File: src/rtl/uart_tx_wm_pkg.sv
package uart_tx_wm_pkg;
  localparam int unsigned OSR      = 16;
  localparam int unsigned SUB_W    = $clog2(OSR);
  localparam int unsigned LOAD_SUB = (OSR * 9) / 16 - 1;
  localparam int unsigned PRE_BITS = 10;
  localparam int unsigned BIT_W    = 4;

  typedef enum logic [2:0] {
    ST_IDLE,
    ST_START,
    ST_DATA,
    ST_STOP,
    ST_PRE
  } tx_state_e;
endpackage

File: src/rtl/uart_tx_wm_fifo.sv
module uart_tx_wm_fifo #(
  parameter int unsigned DEPTH = 8,
  parameter int unsigned DW    = 8,
  parameter int unsigned CW    = $clog2(DEPTH + 1)
) (
  input  logic          clk_i,
  input  logic          rst_ni,
  input  logic          push_i,
  input  logic [DW-1:0] din_i,
  input  logic          pop_i,
  output logic [DW-1:0] dout_o,
  output logic [CW-1:0] cnt_o,
  output logic          full_o,
  output logic          empty_o
);
  localparam int unsigned AW = $clog2(DEPTH);

  logic [DW-1:0] mem_q [DEPTH];
  logic [AW-1:0] wr_q, rd_q;
  logic [CW-1:0] cnt_q;
  logic          do_push, do_pop;

  assign full_o  = (cnt_q == CW'(DEPTH));
  assign empty_o = (cnt_q == '0);
  assign do_push = push_i && !full_o;
  assign do_pop  = pop_i && !empty_o;
  assign dout_o  = mem_q[rd_q];
  assign cnt_o   = cnt_q;

  always_ff @(posedge clk_i) begin
    if (do_push) mem_q[wr_q] <= din_i;
  end

  always_ff @(posedge clk_i or negedge rst_ni) begin
    if (!rst_ni) begin
      wr_q  <= '0;
      rd_q  <= '0;
      cnt_q <= '0;
    end else begin
      if (do_push) wr_q <= (wr_q == AW'(DEPTH - 1)) ? '0 : wr_q + AW'(1);
      if (do_pop)  rd_q <= (rd_q == AW'(DEPTH - 1)) ? '0 : rd_q + AW'(1);
      cnt_q <= cnt_q + CW'(do_push) - CW'(do_pop);
    end
  end
endmodule

File: src/rtl/uart_tx_wm_shifter.sv
module uart_tx_wm_shifter
  import uart_tx_wm_pkg::*;
#(
  parameter int unsigned DW = 8
) (
  input  logic             clk_i,
  input  logic             rst_ni,
  input  logic             tick_i,
  input  logic             en_i,
  input  logic             pre_pend_i,
  input  logic             fifo_empty_i,
  input  logic [DW-1:0]    fifo_data_i,
  output logic             pop_o,
  output logic             pre_ack_o,
  output logic             tx_o,
  output tx_state_e        state_o,
  output logic [SUB_W-1:0] sub_o
);
  localparam logic [SUB_W-1:0] SUB_LAST = SUB_W'(OSR - 1);
  localparam logic [SUB_W-1:0] SUB_LOAD = SUB_W'(LOAD_SUB);

  tx_state_e        state_q, state_d;
  logic [SUB_W-1:0] sub_q, sub_d;
  logic [BIT_W-1:0] bit_q, bit_d;
  logic [DW-1:0]    sh_q, sh_d;
  logic             ld_q, ld_d;

  always_comb begin
    state_d   = state_q;
    sub_d     = sub_q;
    bit_d     = bit_q;
    sh_d      = sh_q;
    ld_d      = ld_q;
    pop_o     = 1'b0;
    pre_ack_o = 1'b0;
    if (tick_i) begin
      sub_d = sub_q + SUB_W'(1);
      unique case (state_q)
        ST_IDLE: begin
          sub_d = '0;
          bit_d = '0;
          if (en_i && pre_pend_i) begin
            state_d   = ST_PRE;
            pre_ack_o = 1'b1;
          end else if (en_i && !fifo_empty_i) begin
            state_d = ST_START;
            sh_d    = fifo_data_i;
            pop_o   = 1'b1;
          end
        end
        ST_START: begin
          if (sub_q == SUB_LAST) begin
            state_d = ST_DATA;
            bit_d   = '0;
          end
        end
        ST_DATA: begin
          if (sub_q == SUB_LAST) begin
            sh_d  = sh_q >> 1;
            bit_d = bit_q + BIT_W'(1);
            if (bit_q == BIT_W'(DW - 1)) state_d = ST_STOP;
          end
        end
        ST_STOP: begin
          // hand-off point inside the stop bit
          if (sub_q == SUB_LOAD && en_i && !pre_pend_i && !fifo_empty_i) begin
            sh_d  = fifo_data_i;
            pop_o = 1'b1;
            ld_d  = 1'b1;
          end
          if (sub_q == SUB_LAST) begin
            ld_d  = 1'b0;
            bit_d = '0;
            if (ld_q) begin
              state_d = ST_START;
            end else if (en_i && pre_pend_i) begin
              state_d   = ST_PRE;
              pre_ack_o = 1'b1;
            end else begin
              state_d = ST_IDLE;
            end
          end
        end
        ST_PRE: begin
          if (sub_q == SUB_LAST) begin
            bit_d = bit_q + BIT_W'(1);
            if (bit_q == BIT_W'(PRE_BITS - 1)) begin
              bit_d = '0;
              if (en_i && !fifo_empty_i) begin
                state_d = ST_START;
                sh_d    = fifo_data_i;
                pop_o   = 1'b1;
              end else begin
                state_d = ST_IDLE;
              end
            end
          end
        end
        default: state_d = ST_IDLE;
      endcase
    end
  end

  always_ff @(posedge clk_i or negedge rst_ni) begin
    if (!rst_ni) begin
      state_q <= ST_IDLE;
      sub_q   <= '0;
      bit_q   <= '0;
      sh_q    <= '0;
      ld_q    <= 1'b0;
    end else begin
      state_q <= state_d;
      sub_q   <= sub_d;
      bit_q   <= bit_d;
      sh_q    <= sh_d;
      ld_q    <= ld_d;
    end
  end

  always_comb begin
    unique case (state_q)
      ST_START: tx_o = 1'b0;
      ST_DATA:  tx_o = sh_q[0];
      default:  tx_o = 1'b1;
    endcase
  end

  assign state_o = state_q;
  assign sub_o   = sub_q;
endmodule

File: src/rtl/uart_tx_wm.sv
module uart_tx_wm
  import uart_tx_wm_pkg::*;
#(
  parameter int unsigned DEPTH = 8,
  parameter int unsigned DW    = 8,
  parameter int unsigned CW    = $clog2(DEPTH + 1)
) (
  input  logic          clk_i,
  input  logic          rst_ni,
  input  logic          tick_i,
  input  logic          tx_en_i,
  input  logic          wr_en_i,
  input  logic [DW-1:0] wr_data_i,
  input  logic [CW-1:0] watermark_i,
  output logic          tx_o,
  output logic          tx_empty_o
);
  logic             pop, pre_ack, fifo_full, fifo_empty, push;
  logic [DW-1:0]    fifo_dout;
  logic [CW-1:0]    fifo_cnt;
  logic [CW:0]      cnt_nx;
  tx_state_e        sh_state;
  logic [SUB_W-1:0] sh_sub;
  logic             en_q, pend_q, flag_q;

  assign push = wr_en_i && !fifo_full;

  uart_tx_wm_fifo #(.DEPTH(DEPTH), .DW(DW), .CW(CW)) u_fifo (
    .clk_i   (clk_i),
    .rst_ni  (rst_ni),
    .push_i  (wr_en_i),
    .din_i   (wr_data_i),
    .pop_i   (pop),
    .dout_o  (fifo_dout),
    .cnt_o   (fifo_cnt),
    .full_o  (fifo_full),
    .empty_o (fifo_empty)
  );

  uart_tx_wm_shifter #(.DW(DW)) u_shift (
    .clk_i        (clk_i),
    .rst_ni       (rst_ni),
    .tick_i       (tick_i),
    .en_i         (tx_en_i),
    .pre_pend_i   (pend_q),
    .fifo_empty_i (fifo_empty),
    .fifo_data_i  (fifo_dout),
    .pop_o        (pop),
    .pre_ack_o    (pre_ack),
    .tx_o         (tx_o),
    .state_o      (sh_state),
    .sub_o        (sh_sub)
  );

  assign cnt_nx = (CW+1)'(fifo_cnt) + (CW+1)'(push) - (CW+1)'(pop);

  always_ff @(posedge clk_i or negedge rst_ni) begin
    if (!rst_ni) begin
      en_q   <= 1'b0;
      pend_q <= 1'b0;
      flag_q <= 1'b1;
    end else begin
      en_q   <= tx_en_i;
      // enable rising edge queues one preamble
      pend_q <= (pend_q && !pre_ack) || (tx_en_i && !en_q);
      if (pop)                                            flag_q <= (cnt_nx <= (CW+1)'(watermark_i));
      else if (push && (cnt_nx > (CW+1)'(watermark_i)))  flag_q <= 1'b0;
    end
  end

  assign tx_empty_o = flag_q;
endmodule

File: config.mk
export PLATFORM = sky130hd
export DESIGN_NAME = uart_tx_wm
export DESIGN_NICKNAME = d
export VERILOG_FILES = /design/src/rtl/uart_tx_wm_pkg.sv /design/src/rtl/uart_tx_wm_fifo.sv /design/src/rtl/uart_tx_wm_shifter.sv /design/src/rtl/uart_tx_wm.sv
export SDC_FILE = /design/constraint.sdc
export NUM_CORES = 1
export LEC_CHECK = 0
export CAP_MARGIN = 15
export CELL_PAD_IN_SITES_DETAIL_PLACEMENT = 0
export CELL_PAD_IN_SITES_GLOBAL_PLACEMENT = 1
export CORE_UTILIZATION = 55
export CTS_BUF_LIST = sky130_fd_sc_hd__clkbuf_8 sky130_fd_sc_hd__clkbuf_16
export CTS_CLUSTER_SIZE = 40
export DETAILED_ROUTE_END_ITERATION = 10
export PLACE_DENSITY_LB_ADDON = 0.1
export RECOVER_POWER = 100
export SLEW_MARGIN = 25
export SYNTH_ARGS = -nofsm -noshare
export SYNTH_HDL_FRONTEND = slang
export SYNTH_SLANG_ARGS = --single-unit
export TNS_END_PERCENT = 10
File: constraint.sdc
create_clock -name clk_i -period 6.3 [get_ports clk_i]
set_input_delay 1.26 -clock clk_i [delete_from_list [all_inputs] [get_ports clk_i]]
set_output_delay 1.26 -clock clk_i [all_outputs]
set_load 0.05 [all_outputs]
* Word-level counts from Yosys, hierarchy flattened *
Memory sizes are Yosys's and may differ from the RTL's.
Index checks and enable logic that the tools add are counted.

operators by class
  add/subtract/negate cells = 8
  eq/ne operators = 21
  muxes and demuxes = 46
  magnitude comparators = 2
  reductions and logical operators = 27

operators with widths
  cell                   count
  $mux W8                6
  $mux W3                12
  $pmux W8 S4            1
  $mux W4                5
  $mux W1                17
  $eq A4 B4 Y1 const B   4
  $ne A2 B1 Y1 const B   8
  $pmux W4 S4            1
  $pmux W3 S5            1
  $logic_and A1 B1 Y1    10
  $eq A3 B3 Y1 const B   3
  $add A4 B1 Y4 const B  2
  $reduce_and A8 Y1      1
  $reduce_bool A4 Y1     2
  $reduce_and A7 Y1      1
  $add A3 B1 Y3 const B  2
  $eq A3 B2 Y1 const B   2
  $add A4 B1 Y5          1
  $gt A5 B4 Y1           1
  $le A5 B4 Y1           1
  $logic_not A1 Y1       5
  $reduce_and A5 Y1      1
  $sub A5 B1 Y5          1
  $add A4 B1 Y4          1
  other kinds (13)       15

word-level totals
  input port bits = 17
  memories = 1
  output and inout port bits = 2
  bits in registers = 33
  bits in writable memories = 64

memories
  name          words  width  rd ports  clocked after memory_dff  wr ports  RTL line               text
  u_fifo.mem_q  8      8      1         0                         1         uart_tx_wm_fifo.sv:18  logic [DW-1:0] mem_q [DEPTH];

* Depth between registers and ports, before layout *
  word-level depth = 13
  mapped depth = 16
  mapped depth without buffers = 16

* Modules after synthesis *
A second synthesis with hierarchy kept.

second synthesis, totals
  cells, all modules = 337
  area total of the unflattened synthesis = 4799.6 um^2

by module, submodules not included
  module              cells an instance  seq. area each (um^2)  area an instance (um^2)  instances
  uart_tx_wm_fifo     153                2172.1                 3110.5                   1
  uart_tx_wm_shifter  137                500.5                  1296.2                   1
  uart_tx_wm          47                 76.3                   392.9                    1

* Worst setup path before layout *
No wires, ideal clock.

  path type = input to register
  from = input tx_en_i
  to = register flag_q (netlist: tx_empty_o)
  buffers on the path = 0
  data required time = 6239 ps
  setup slack = 2566 ps
  cell stages on the path = 14
  arrival = 3673 ps
  cells stage by stage = a2111o_1 o21ai_0 o2111a_2 ha_1 inv_1 ha_1 a21o_1 a21oi_1 xor2_1 ha_1 a21oi_1 o21ai_0 a21oi_1 o22a_1

between the ends
  cells in the longest elaborated chain, start to end = 10
  elaborated cells on any way between the ends = 18
  those cells by class = 1 x add/sub; 2 x order compare; 8 x mux; 7 x reduce/logical

RTL lines
  item                                                   RTL line                                                                      text
  from (decl)                                            uart_tx_wm.sv:11                                                              input logic tx_en_i,
  $logic_and A1 B1 Y1 (on tied branches)                 uart_tx_wm_shifter.sv:45, uart_tx_wm_shifter.sv:89, uart_tx_wm_shifter.sv:66
  $mux W1 / $logic_and A1 B1 Y1 (equally long branches)  uart_tx_wm_shifter.sv:45, uart_tx_wm_shifter.sv:89, uart_tx_wm_shifter.sv:66
  $mux W1 / $logic_and A1 B1 Y1 (equally long branches)  uart_tx_wm_shifter.sv:87, uart_tx_wm_shifter.sv:66
  $mux W1 (on tied branches)                             uart_tx_wm_shifter.sv:85, uart_tx_wm_shifter.sv:66
  $pmux W1 S3 *                                          uart_tx_wm_shifter.sv:38                                                      unique case (state_q)
  $mux W1 *                                              uart_tx_wm_shifter.sv:36                                                      if (tick_i) begin
  $sub A5 B1 Y5                                          uart_tx_wm.sv:55                                                              assign cnt_nx = (CW+1)'(fifo_cnt) + (CW+1)'(push) - (CW+1)'(pop);
  $gt A5 B4 Y1                                           uart_tx_wm.sv:67                                                              else if (push && (cnt_nx > (CW+1)'(watermark_i))) flag_q <= 1'b0;
  $logic_and A1 B1 Y1                                    uart_tx_wm.sv:67
  $reduce_bool A2 Y1 (no source line)                    -
  to (signal assigned)                                   uart_tx_wm.sv:66                                                              if (pop) flag_q <= (cnt_nx <= (CW+1)'(watermark_i));
  to (decl)                                              uart_tx_wm.sv:24                                                              logic en_q, pend_q, flag_q;

Every way passes the cells marked *; elsewhere a longest branch is shown, timed or not.
A chain may end at the register's enable or synchronous reset.

* Worst setup path in the final report *
Same ends and word-level chain as after synthesis.

==> metrics.csv <==
metric;value;unit
antenna_found_initial;0;
fin_crit;4.33;ns
outcome;finished with violations;
synthCells;331;
crit_type;in -> reg;
die_h;93.6;um
start_util;56.4;%
yosysSeqAreaShare;59.6;%
antenna_cells;0;
syn_nets;372;
critical_path.max_stage_delay;0.59;ns
violations;capacitance limit, slew limit;
grt_pass1_wl;13200;um
design.portCount;19;
clock_path_buffers;2;
drv_slew;52;
hold_viol_final;0;
total_power;1.70;mW
synth-compound-area-share;8.22;%
port_buffers;18;
drv_cap;3;
drt_iter0_drc;137;
setup_viol;0;
cp_num_buf_inv;2;
die_width;93.6;um
max-slew-margin-rel;-24.3;%
cts_setup_buffers;0;
crit_family;compound AO/OA/AOI/OAI gates;
clk_pin_slew;0.11;ns
synth_top_family_by_area;multiplexers;
synthAdderAreaFrac;6.84;%
dp.cells;446;
fin_util;62.0;%
cts_resized;0;
final_nets;393;
synth_edf_count;64;
synthSimpleGateAreaFrac;8.65;%
cts_tree;yes;
drive_gt1_share;13.4;%
final_cell_mix;64 x edfxtp_1, 31 x dfrtp_1, 30 x nand2_1, 24 x inv_1, 24 x o21ai_0;
hold_ws;0.407;ns
numCtsBuffers;9;
h-tree-depth;3;
stdcell_count;462;
rows;33;
routed_via_density;5.75;
gp_congestion;0.775;
syn_avg_cell_area;13.9;um^2
syn_to_final_growth;9.85;%
drc;0;
startpoint_type;primary input;
routedWlPerCell;17.7;um
skew;0.0138;ns
fin_crit_sh;68.8;%
dr.pass1.iters;4;
yosys_warnings;0;
grt_setup_unrepaired;no;
setup_tns;0;ns
grt_pass1_vias;2607;
grt_max_degree;34;
vdd_drop_max;198;uV
synth-seq-cells;97;
track_usage;20.7;%
synth_cell_types;59;
hpwl;5530;um
clk_latency;0.37;ns
drtAntennaViolNets;0;
crit_slowest_cell;dlygate4sd3_1;
crit_path_max_fanout;7;
synth-xor-area-share;0.950;%
wirelength;8180;um
crit_chain;dlygate4sd3_1 > a2111o_1 > o21ai_0 > o2111a_1 > ha_1 > inv_1 > ha_1 > a21o_1 > a21oi_1 > xor2_1 > ha_1 > a21oi_1 > o21ai_0 > a21oi_1 > o22a_1;
num_vias;2658;
die_area;8760;um^2
layout_commonest_cell;edfxtp_1;
synth_area;4610;um^2
setup.worst_path.end_class;flop;
core_area;8180;um^2
hold_buffers;0;
p_leak;1.99;nW
min_path_type;reg -> reg;
ys.flop_type;edfxtp_1;
cp.required;6.61;ns
clock_sinks;97;
arrival;4.64;ns
synthMuxAreaShare;12.2;%
power.density;336;nW/um^2
fmax;231;MHz
tightestPinTransition;1.86;ns
clockRootBuffer;clkbuf_8;
synthArstFlopShare;34.0;%
grt.overflow.total;0;
-- where the power goes --
| part | switching, mW | internal, mW |
|---|---|---|
| combinational | 0.242 | 0.183 |
| sequential | 0.0605 | 0.783 |
| clock | 0.237 | 0.196 |
-- registers in the layout (all words and copies together) (netlist names) --
name and count:
u_shift.bit_q 4, u_shift.sh_q 8, u_shift.ld_q 1, en_q 1, u_fifo.cnt_o 4, u_fifo.wr_q 3
u_fifo.rd_q 3, tx_empty_o 1, pend_q 1, u_shift.sub_o 4, u_fifo.mem_q 64, u_shift.state_o 3
-- path summary, 6_finish.rpt --
| kind | start | endpoint | slack (ns) | depth (start not counted) |
|---|---|---|---|---|
| max | tx_en_i | tx_empty_o | 1.97 | 15 |
| min | en_q | pend_q | 0.41 | 1 |
| max reg2reg | u_shift.state_o[0] | tx_empty_o | 2.69 | 14 |
| min reg2reg | en_q | pend_q | 0.41 | 1 |
| max in group asynchronous | rst_ni | u_fifo.rd_q[0] | 3.16 | 2 |
| min in group asynchronous | rst_ni | u_shift.sub_o[1] | 1.93 | 2 |
-- area by class of cell --
type                            instances  area (um^2)
Tap cell                              105          131
Clock buffer                            9          124
Sequential cell                        97         2750
Inverter                               24         90.1
Multi-Input combinational cell        198         1680
Fill cell                             639         3110
Clock inverter                          7         96.3
Timing Repair Buffer                   22          195
-- routing by layer --
layer | global-route usage, % | wire, um | share of wire, % | vias to the layer above
met5 | 0 | 0 | 0 | -
met4 | 8.08 | 87 | 1.1 | 0
met3 | 3.58 | 281 | 3.4 | 7
met2 | 30.9 | 3850 | 47 | 52
met1 | 30.3 | 3960 | 48 | 1318
li1 | - | - | - | 1281
-- synth_stat cells, drive strengths merged (7+ instances only) --
cell / number / area share [%]
edfxtp: 64 / 42
dfrtp: 32 / 17
nand2: 30 / 2.4
inv: 24 / 2.0
o21ai: 24 / 2.7
ha: 22 / 6.0
mux4: 16 / 7.8
a21oi: 11 / 1.3
mux2: 11 / 2.7
nor2: 11 / 0.90
buf: 8 / 1.2
mux2i: 8 / 1.7
nand3: 7 / 0.87
nor3: 7 / 0.76
-- stage by stage --
| step | area [um^2] | setup WS, ns |
|---|---|---|
| after detailed placement | 4900 | 1.84 |
| final | 5070 | 1.97 |
| after CTS | 5120 | 2.21 |
| after global routing | 5070 | 1.74 |
| after floorplan | 4610 | 2.57 |
| after global placement | 4900 | 1.94 |
-- cells by family after synthesis --
kind of cell,after synthesis
AND/OR/NAND/NOR,78
AO/OA/AOI/OAI,56
XOR/XNOR,5
buffers and inverters,36
adder cells (fa/ha/maj),24
multiplexers,35
flip-flops,97
-- worst register-to-register path: stages (launching register included) --
cell and delay, ns:
dfrtp_1 0.57, or2_1 0.38, nor4_2 0.37, o2111a_1 0.37
ha_1 0.19, inv_1 0.07, ha_1 0.27, a21o_1 0.15
a21oi_1 0.16, xor2_1 0.17, ha_1 0.27, a21oi_1 0.14
o21ai_0 0.11, a21oi_1 0.18, o22a_1 0.16
Note: power is estimated with default switching activity, not from simulation.
